**config.mk**
```make
export PLATFORM = sky130hd
export DESIGN_NAME = rtc_upd_seq
export DESIGN_NICKNAME = d
export VERILOG_FILES = /design/src/rtl/rtc_upd_pkg.sv /design/src/rtl/rtc_upd_timer.sv /design/src/rtl/rtc_upd_ctrl.sv /design/src/rtl/rtc_upd_seq.sv
export SDC_FILE = /design/constraint.sdc
export NUM_CORES = 1
export LEC_CHECK = 0
export BUFFER_PORTS_ARGS = -buffer_cell sky130_fd_sc_hd__buf_2
export CAP_MARGIN = 20
export CORE_UTILIZATION = 53
export CTS_BUF_LIST = sky130_fd_sc_hd__clkbuf_8
export DETAILED_ROUTE_END_ITERATION = 12
export PLACE_DENSITY = 0.82
export SETUP_SLACK_MARGIN = 0.2
export SLEW_MARGIN = 25
export SYNTH_ARGS = -nofsm -noshare
export SYNTH_HDL_FRONTEND = slang
export SYNTH_SLANG_ARGS = --single-unit
```
**constraint.sdc**
```tcl
create_clock -name clk -period 1.8 [get_ports clk]
set_clock_uncertainty 0.15 [all_clocks]
set_input_delay 0.36 -clock clk [delete_from_list [all_inputs] [get_ports clk]]
set_output_delay 0.36 -clock clk [all_outputs]
set_load 0.01 [all_outputs]
```
**src/rtl/rtc_upd_pkg.sv**
```systemverilog
package rtc_upd_pkg;

  // Phase of the update cycle.
  typedef enum logic [1:0] {
    PH_IDLE  = 2'd0,
    PH_GUARD = 2'd1,
    PH_UPD   = 2'd2
  } upd_phase_e;

  // Counter width able to hold values 0..n.
  function automatic int cnt_width(input int n);
    return (n < 1) ? 1 : $clog2(n + 1);
  endfunction

endpackage

```
**src/rtl/rtc_upd_timer.sv**
```systemverilog
// Window timer: counts timebase ticks and flags the tick that completes
// the currently selected window length.
module rtc_upd_timer #(
  parameter int CW = 11
) (
  input  logic          clk,
  input  logic          rst_n,
  input  logic          clr,
  input  logic          tick,
  input  logic [CW-1:0] limit,
  output logic          expire
);

  logic [CW-1:0] cnt_q;

  // Fires on the tick that would make the count equal the limit.
  assign expire = tick && (cnt_q == (limit - CW'(1)));

  always_ff @(posedge clk) begin
    if (!rst_n)      cnt_q <= '0;
    else if (clr)    cnt_q <= '0;
    else if (tick)   cnt_q <= cnt_q + CW'(1);
  end

endmodule

```
**src/rtl/rtc_upd_ctrl.sv**
```systemverilog
// Phase controller: idle -> guard -> update window -> idle.
module rtc_upd_ctrl
  import rtc_upd_pkg::*;
#(
  parameter int GUARD_TICKS = 244,
  parameter int UPD_TICKS   = 1984,
  parameter int CW          = 11
) (
  input  logic          clk,
  input  logic          rst_n,
  input  logic          sec_tick,
  input  logic          hold,
  input  logic          expire,
  output logic          tmr_clr,
  output logic [CW-1:0] tmr_limit,
  output logic          uip,
  output logic          advance,
  output logic          upd_end
);

  localparam logic [CW-1:0] GuardLim = CW'(GUARD_TICKS);
  localparam logic [CW-1:0] UpdLim   = CW'(UPD_TICKS);

  upd_phase_e ph_q, ph_d;
  logic       adv_d, end_d;

  // Timer stays cleared while idle and restarts at every phase change.
  assign tmr_clr   = (ph_q == PH_IDLE) || expire || ((ph_q == PH_GUARD) && hold);
  assign tmr_limit = (ph_q == PH_GUARD) ? GuardLim : UpdLim;

  always_comb begin
    ph_d  = ph_q;
    adv_d = 1'b0;
    end_d = 1'b0;
    unique case (ph_q)
      PH_IDLE: begin
        // A second that arrives under hold is dropped, not queued.
        if (sec_tick && !hold) ph_d = PH_GUARD;
      end
      PH_GUARD: begin
        if (hold) begin
          ph_d = PH_IDLE;              // abort before the registers are touched
        end else if (expire) begin
          ph_d  = PH_UPD;
          adv_d = 1'b1;
        end
      end
      PH_UPD: begin
        // Hold no longer matters: the calendar has already been stepped.
        if (expire) begin
          ph_d  = PH_IDLE;
          end_d = 1'b1;
        end
      end
      default: ph_d = PH_IDLE;
    endcase
  end

  always_ff @(posedge clk) begin
    if (!rst_n) begin
      ph_q    <= PH_IDLE;
      uip     <= 1'b0;
      advance <= 1'b0;
      upd_end <= 1'b0;
    end else begin
      ph_q    <= ph_d;
      uip     <= (ph_d != PH_IDLE);
      advance <= adv_d;
      upd_end <= end_d;
    end
  end

endmodule

```
**src/rtl/rtc_upd_seq.sv**
```systemverilog
// RTC update cycle sequencer, top level.
module rtc_upd_seq
  import rtc_upd_pkg::*;
#(
  parameter int GUARD_TICKS = 244,
  parameter int UPD_TICKS   = 1984
) (
  input  logic clk,
  input  logic rst_n,
  input  logic sec_tick_i,
  input  logic tb_tick_i,
  input  logic set_hold_i,
  output logic uip_o,
  output logic advance_o,
  output logic upd_end_o
);

  localparam int MaxTicks = (GUARD_TICKS > UPD_TICKS) ? GUARD_TICKS : UPD_TICKS;
  localparam int CW       = cnt_width(MaxTicks);

  logic          tmr_clr;
  logic          tmr_exp;
  logic [CW-1:0] tmr_lim;

  rtc_upd_timer #(.CW(CW)) u_timer (
    .clk    (clk),
    .rst_n  (rst_n),
    .clr    (tmr_clr),
    .tick   (tb_tick_i),
    .limit  (tmr_lim),
    .expire (tmr_exp)
  );

  rtc_upd_ctrl #(
    .GUARD_TICKS (GUARD_TICKS),
    .UPD_TICKS   (UPD_TICKS),
    .CW          (CW)
  ) u_ctrl (
    .clk       (clk),
    .rst_n     (rst_n),
    .sec_tick  (sec_tick_i),
    .hold      (set_hold_i),
    .expire    (tmr_exp),
    .tmr_clr   (tmr_clr),
    .tmr_limit (tmr_lim),
    .uip       (uip_o),
    .advance   (advance_o),
    .upd_end   (upd_end_o)
  );

endmodule

```
-- After elaboration in Yosys (flattened, before gate mapping)
Cells that the tools add are included.
- $add $sub $neg: 2
- equal/unequal tests: 3
- multiplexer cells: 7
- bitwise gates (word level): 2
- reductions and logical operators: 11
- operators with widths (operator ; number):
    $add 11x1->11 const B ; 1
    $eq 11x11->1 ; 1
    $mux 11 ; 1
    $sub 11x1->11 const B ; 1
    $mux 2 ; 4
    $pmux 2 s3 ; 1
    $logic_and 1x1->1 ; 3
    $reduce_or 3->1 ; 1
    $eq 2x1->1 const B ; 1
    $eq 2x2->1 const B ; 1
    $logic_not 2->1 ; 1
    $logic_or 1x1->1 ; 2
    $not 1->1 ; 2
    $reduce_and 2->1 ; 1
    $reduce_bool 2->1 ; 1
    $reduce_or 2->1 ; 1
    $logic_not 1->1 ; 1
    $mux 1 ; 1
- register bits: 16
- input bits: 5
- word-level logic and storage cells: 30

-- Logic depth before layout (Yosys ltp)
- depth in word-level cells: 9
- mapped depth: 5
- depth with buffers taken out: 5

-- Cells and area by module
A second synthesis with hierarchy kept.
- cells, all modules: 145
- area total of the unflattened synthesis: 1206.2 sq um
- modules (own cells, without submodules) (module ; instances ; cells each ; area each (sq um) ; sequential area each (sq um)):
    rtc_upd_timer ; 1 ; 112 ; 924.6 ; 220.2
    rtc_upd_ctrl ; 1 ; 33 ; 281.5 ; 100.1

-- Worst setup path after synthesis
OpenSTA, ideal clock, no wires.
- kind: reg2reg
- start: register u_timer.cnt_q[2]
- end: register u_ctrl.ph_q[1]
- arrival time: 1.552 ns
- data required time: 1.530 ns
- slack: -0.022 ns
- cell stages (with the launch flop): 6
- buffers on the path: 1
- cell sequence: dfxtp_1 -> nand2_2 -> or4_4 -> a211oi_4 -> buf_6 -> o21bai_2
- longest elaborated chain between the ends: 5
- elaborated cells between the ends (all ways): 6
- classes of those cells: eq/ne: 1; mux: 4; reduce/logical: 1
- ends and longest elaborated chain (what ; RTL line ; RTL):
    start: declaration ; rtc_upd_timer.sv:14 ; logic [CW-1:0] cnt_q;
    start signal: assignment ; rtc_upd_timer.sv:22 ; else if (tick) cnt_q <= cnt_q + CW'(1);
    $eq 11x11->1 (*) ; rtc_upd_timer.sv:17 ; assign expire = tick && (cnt_q == (limit - CW'(1)));
    $logic_and 1x1->1 (*) ; rtc_upd_timer.sv:17 ;
    $mux 2 ; rtc_upd_ctrl.sv:43 ; end else if (expire) begin
    $mux 2 ; rtc_upd_ctrl.sv:41 ; if (hold) begin
    $pmux 2 s3 (*) ; rtc_upd_ctrl.sv:35 ; unique case (ph_q)
    end signal: assignment ; rtc_upd_ctrl.sv:66 ; ph_q <= ph_d;
    end: declaration ; rtc_upd_ctrl.sv:24 ; upd_phase_e ph_q, ph_d;
Mark *: on every way between the ends. The rest lies on a longest branch, timed or not.
A chain may end at the register's enable or synchronous reset.

-- Final worst setup path
- start: register u_timer.cnt_q[2]
- end: register u_timer.cnt_q[8]
- longest elaborated chain between the ends: 5
- elaborated cells between the ends (all ways): 6
- classes of those cells: add/sub: 1; eq/ne: 1; reduce/logical: 4
- ends and longest elaborated chain (what):
    branches (longest 5 deep; another with $add 11x1->11)
Parallel ways; which one is timed is not known.

==> results_dict.tcl <==
set metrics [dict create \
    vias 670 \
    peakVddDrop_uv 486 \
    path_class "register to register" \
    min-delay-start "set_hold_i" \
    fmax_mhz 562 \
    seq_power_share_pct 54.9 \
    syn_to_final_growth_pct 35.7 \
    track_usage_pct 26.1 \
    vias_per_cell 5.88 \
    antenna_found_initial 0 \
    endpoint_kind "register" \
    slew_headroom_pct 75.9 \
    first_iter_violations 26 \
    r2r_start "u_timer.cnt_q[2]" \
    hpwl_um 1090 \
    wl_um 1730 \
    dieArea_mm2 0.00159 \
    outcome "completed" \
    syn_area_per_cell_um2 9.86 \
    cap_violations 0 \
    num-fill-cells 80 \
    clk_latency_ns 0.25 \
    fin_nets 106 \
    cts.sinks 16 \
    overflow 0 \
    finalSetupViolations 0 \
    ctsLongestPathBuffers 2 \
    final.setup.tns_ns 0 \
    rsz0062_at_grt "true" \
    routabilityCongestion 0.826 \
    yosysMostFrequentCell "dfxtp_1" \
    multi_input_area_um2 475 \
    regArea_um2 335 \
    final_antenna_net_count 0 \
    power.switching_uw 129 \
    period_needed_ns 1.78 \
    synth_top_area_share_pct 42.2 \
    htreeDepth 1 \
    synth-seq-cells 16 \
    netlist_top_cells_count "dfxtp_1 (16), nor3_1 (13), xnor2_1 (7), nand2_1 (5), nand3_1 (4)" \
    critPathRequiredTime_ns 1.78 \
    layout_setup_ws_ns 0.0221 \
    initial_core_util_pct 57.6 \
    clkSlewWorstSetupHoldPaths_ns 0.06 \
    finalHoldViolations 0 \
    swShare_pct 20.1 \
    cts_root_buf "clkbuf_8" \
    portBuffers 7 \
    grt_max_degree 15 \
    p_per_area_mw_per_mm2 624 \
    syn_inst 77 \
    p_leak_nw 0.358 \
    drive_above_1_share_pct 42.4 \
    max_slew.worst_pin.slew_ns 0.361 \
    die_w_um 39.9 \
    diodes 0 \
    worst-path-max-fanout 14 \
    min_period_over_period_pct 98.8 \
    drc 0 \
    rows 13 \
    ys_types 26 \
    whs_ns 0.265 \
    critical_path.startpoint_type "register" \
    grt_pass1_wl_um 2620 \
    power_frac_clock_pct 41.7 \
    routedWlPerCell_um 15.2 \
    yosysSeqAreaShare_pct 42.2 \
    intPower_uw 514 \
    netlist_area_um2 759 \
    post_dp_cell_area_um2 868 \
    synth_edf_count 0 \
    min_path_type "input port to register" \
    core_area_mm2 0.00132 \
    top_level_ports 8 \
    cts_buffers 3 \
    crit_arrival_ns 1.76 \
    netlist_top_cells_area "dfxtp_1 (42%), nor3_1 (8.6%), xnor2_1 (8.1%), a2111oi_4 (3.6%), xor2_1 (3.5%)" \
    synth_fp_nets 83 \
    grt_pass1_vias 606 \
    p_comb_share_pct 3.4 \
    crit_path_start "u_timer.cnt_q[2]" \
    yosys.area.top_type "dfxtp_1" \
    p_total_uw 643 \
    synth_flop_cell "dfxtp_1" \
    yosys_warnings 0 \
    dr.pass1.iters 4 \
    cts_tree "built" \
    finalInstanceArea_mm2 0.00103 \
    async_flop_share_pct 0 \
    drv_slew 0 \
    die_height_um 39.9 \
    place_ws_ns 0.0178 \
]
## final timing paths
check,end,slack [ns],depth (start not counted)
worst max-delay path,u_timer.cnt_q[8],0.02,5
worst min-delay path,u_ctrl.ph_q[0],0.26,3
worst max register to register,u_timer.cnt_q[8],0.02,5
worst min register to register,u_ctrl.ph_q[0],0.38,2
## cell families after synthesis
kind of cell / after synthesis / share of synthesized area [%]
muxes: 1 / 1.32
and+or+nand+nor: 39 / 29.5
buffers and inverters: 3 / 2.47
AOI/OAI and AO/OA: 7 / 11.4
xor gates and xnor gates: 10 / 11.5
adders and majority gates: 1 / 1.65
DFF: 16 / 42.2
## critical path, cell delays in order (launching register included)
cell,delay [ns]
dfxtp_4,0.39
nand2_4,0.06
or4_4,0.56
a211oi_4,0.26
buf_12,0.18
nor3_1,0.07
## power by group through the flow
stage | sequential, mW | clock [mW] | combinational, mW
floorplan | 0.365 | 0 | 0.0110
global placement | 0.364 | 0 | 0.0210
detailed placement | 0.364 | 0 | 0.0216
CTS | 0.353 | 0.274 | 0.0219
global route | 0.353 | 0.291 | 0.0239
finish | 0.353 | 0.268 | 0.0220
## metrics by stage
step,util (%),cells
2_1_floorplan,-,77
3_3_place_gp,65.9,103
3_5_place_dp,65.9,103
4_1_cts,77.2,114
5_1_grt,78.3,114
6_report,78.3,114
## state kept, by name, indices dropped and copies added (netlist names)
register / cells
u_ctrl.upd_end: 1
u_timer.cnt_q: 11
u_ctrl.advance: 1
u_ctrl.ph_q: 2
u_ctrl.uip: 1
## final cells by class
type	instances	share of cell area, %
sequential	16	32.5
clock inverter	1	0.364
tap	15	1.82
multi-input combinational	58	46.1
clock buffer	3	4.00
timing repair buffer	21	15.2
## layout by cell type (no fill, tap or decap), drive strengths merged, types with 3 or more instances in the layout
cell     n
nor3    13
nor4     3
nor2     3
dfxtp   16
xor2     3
xnor2    7
nand2    6
nand3    4
buf     21
clkbuf   3
## per-layer routing
layer	vias up	track usage, %	routed length, µm	part of all wire, %
met5	-	0	0	0
li1	325	-	-	-
met3	6	7.39	102	5.9
met2	24	37.3	808	47
met1	315	33.8	780	45
met4	0	16.4	39	2.3
## what timing repair did
action | CTS | global route
gates resized for setup | 11 | 3
cloned | 0 | 0
pin swaps | 4 | 2
endpoints found under the setup margin | 16 | 16
endpoints found under the hold margin | 0 | 0
buffers inserted | 7 | 0
hold buffers | 0 | 0
(Power assumes the default switching activity.)
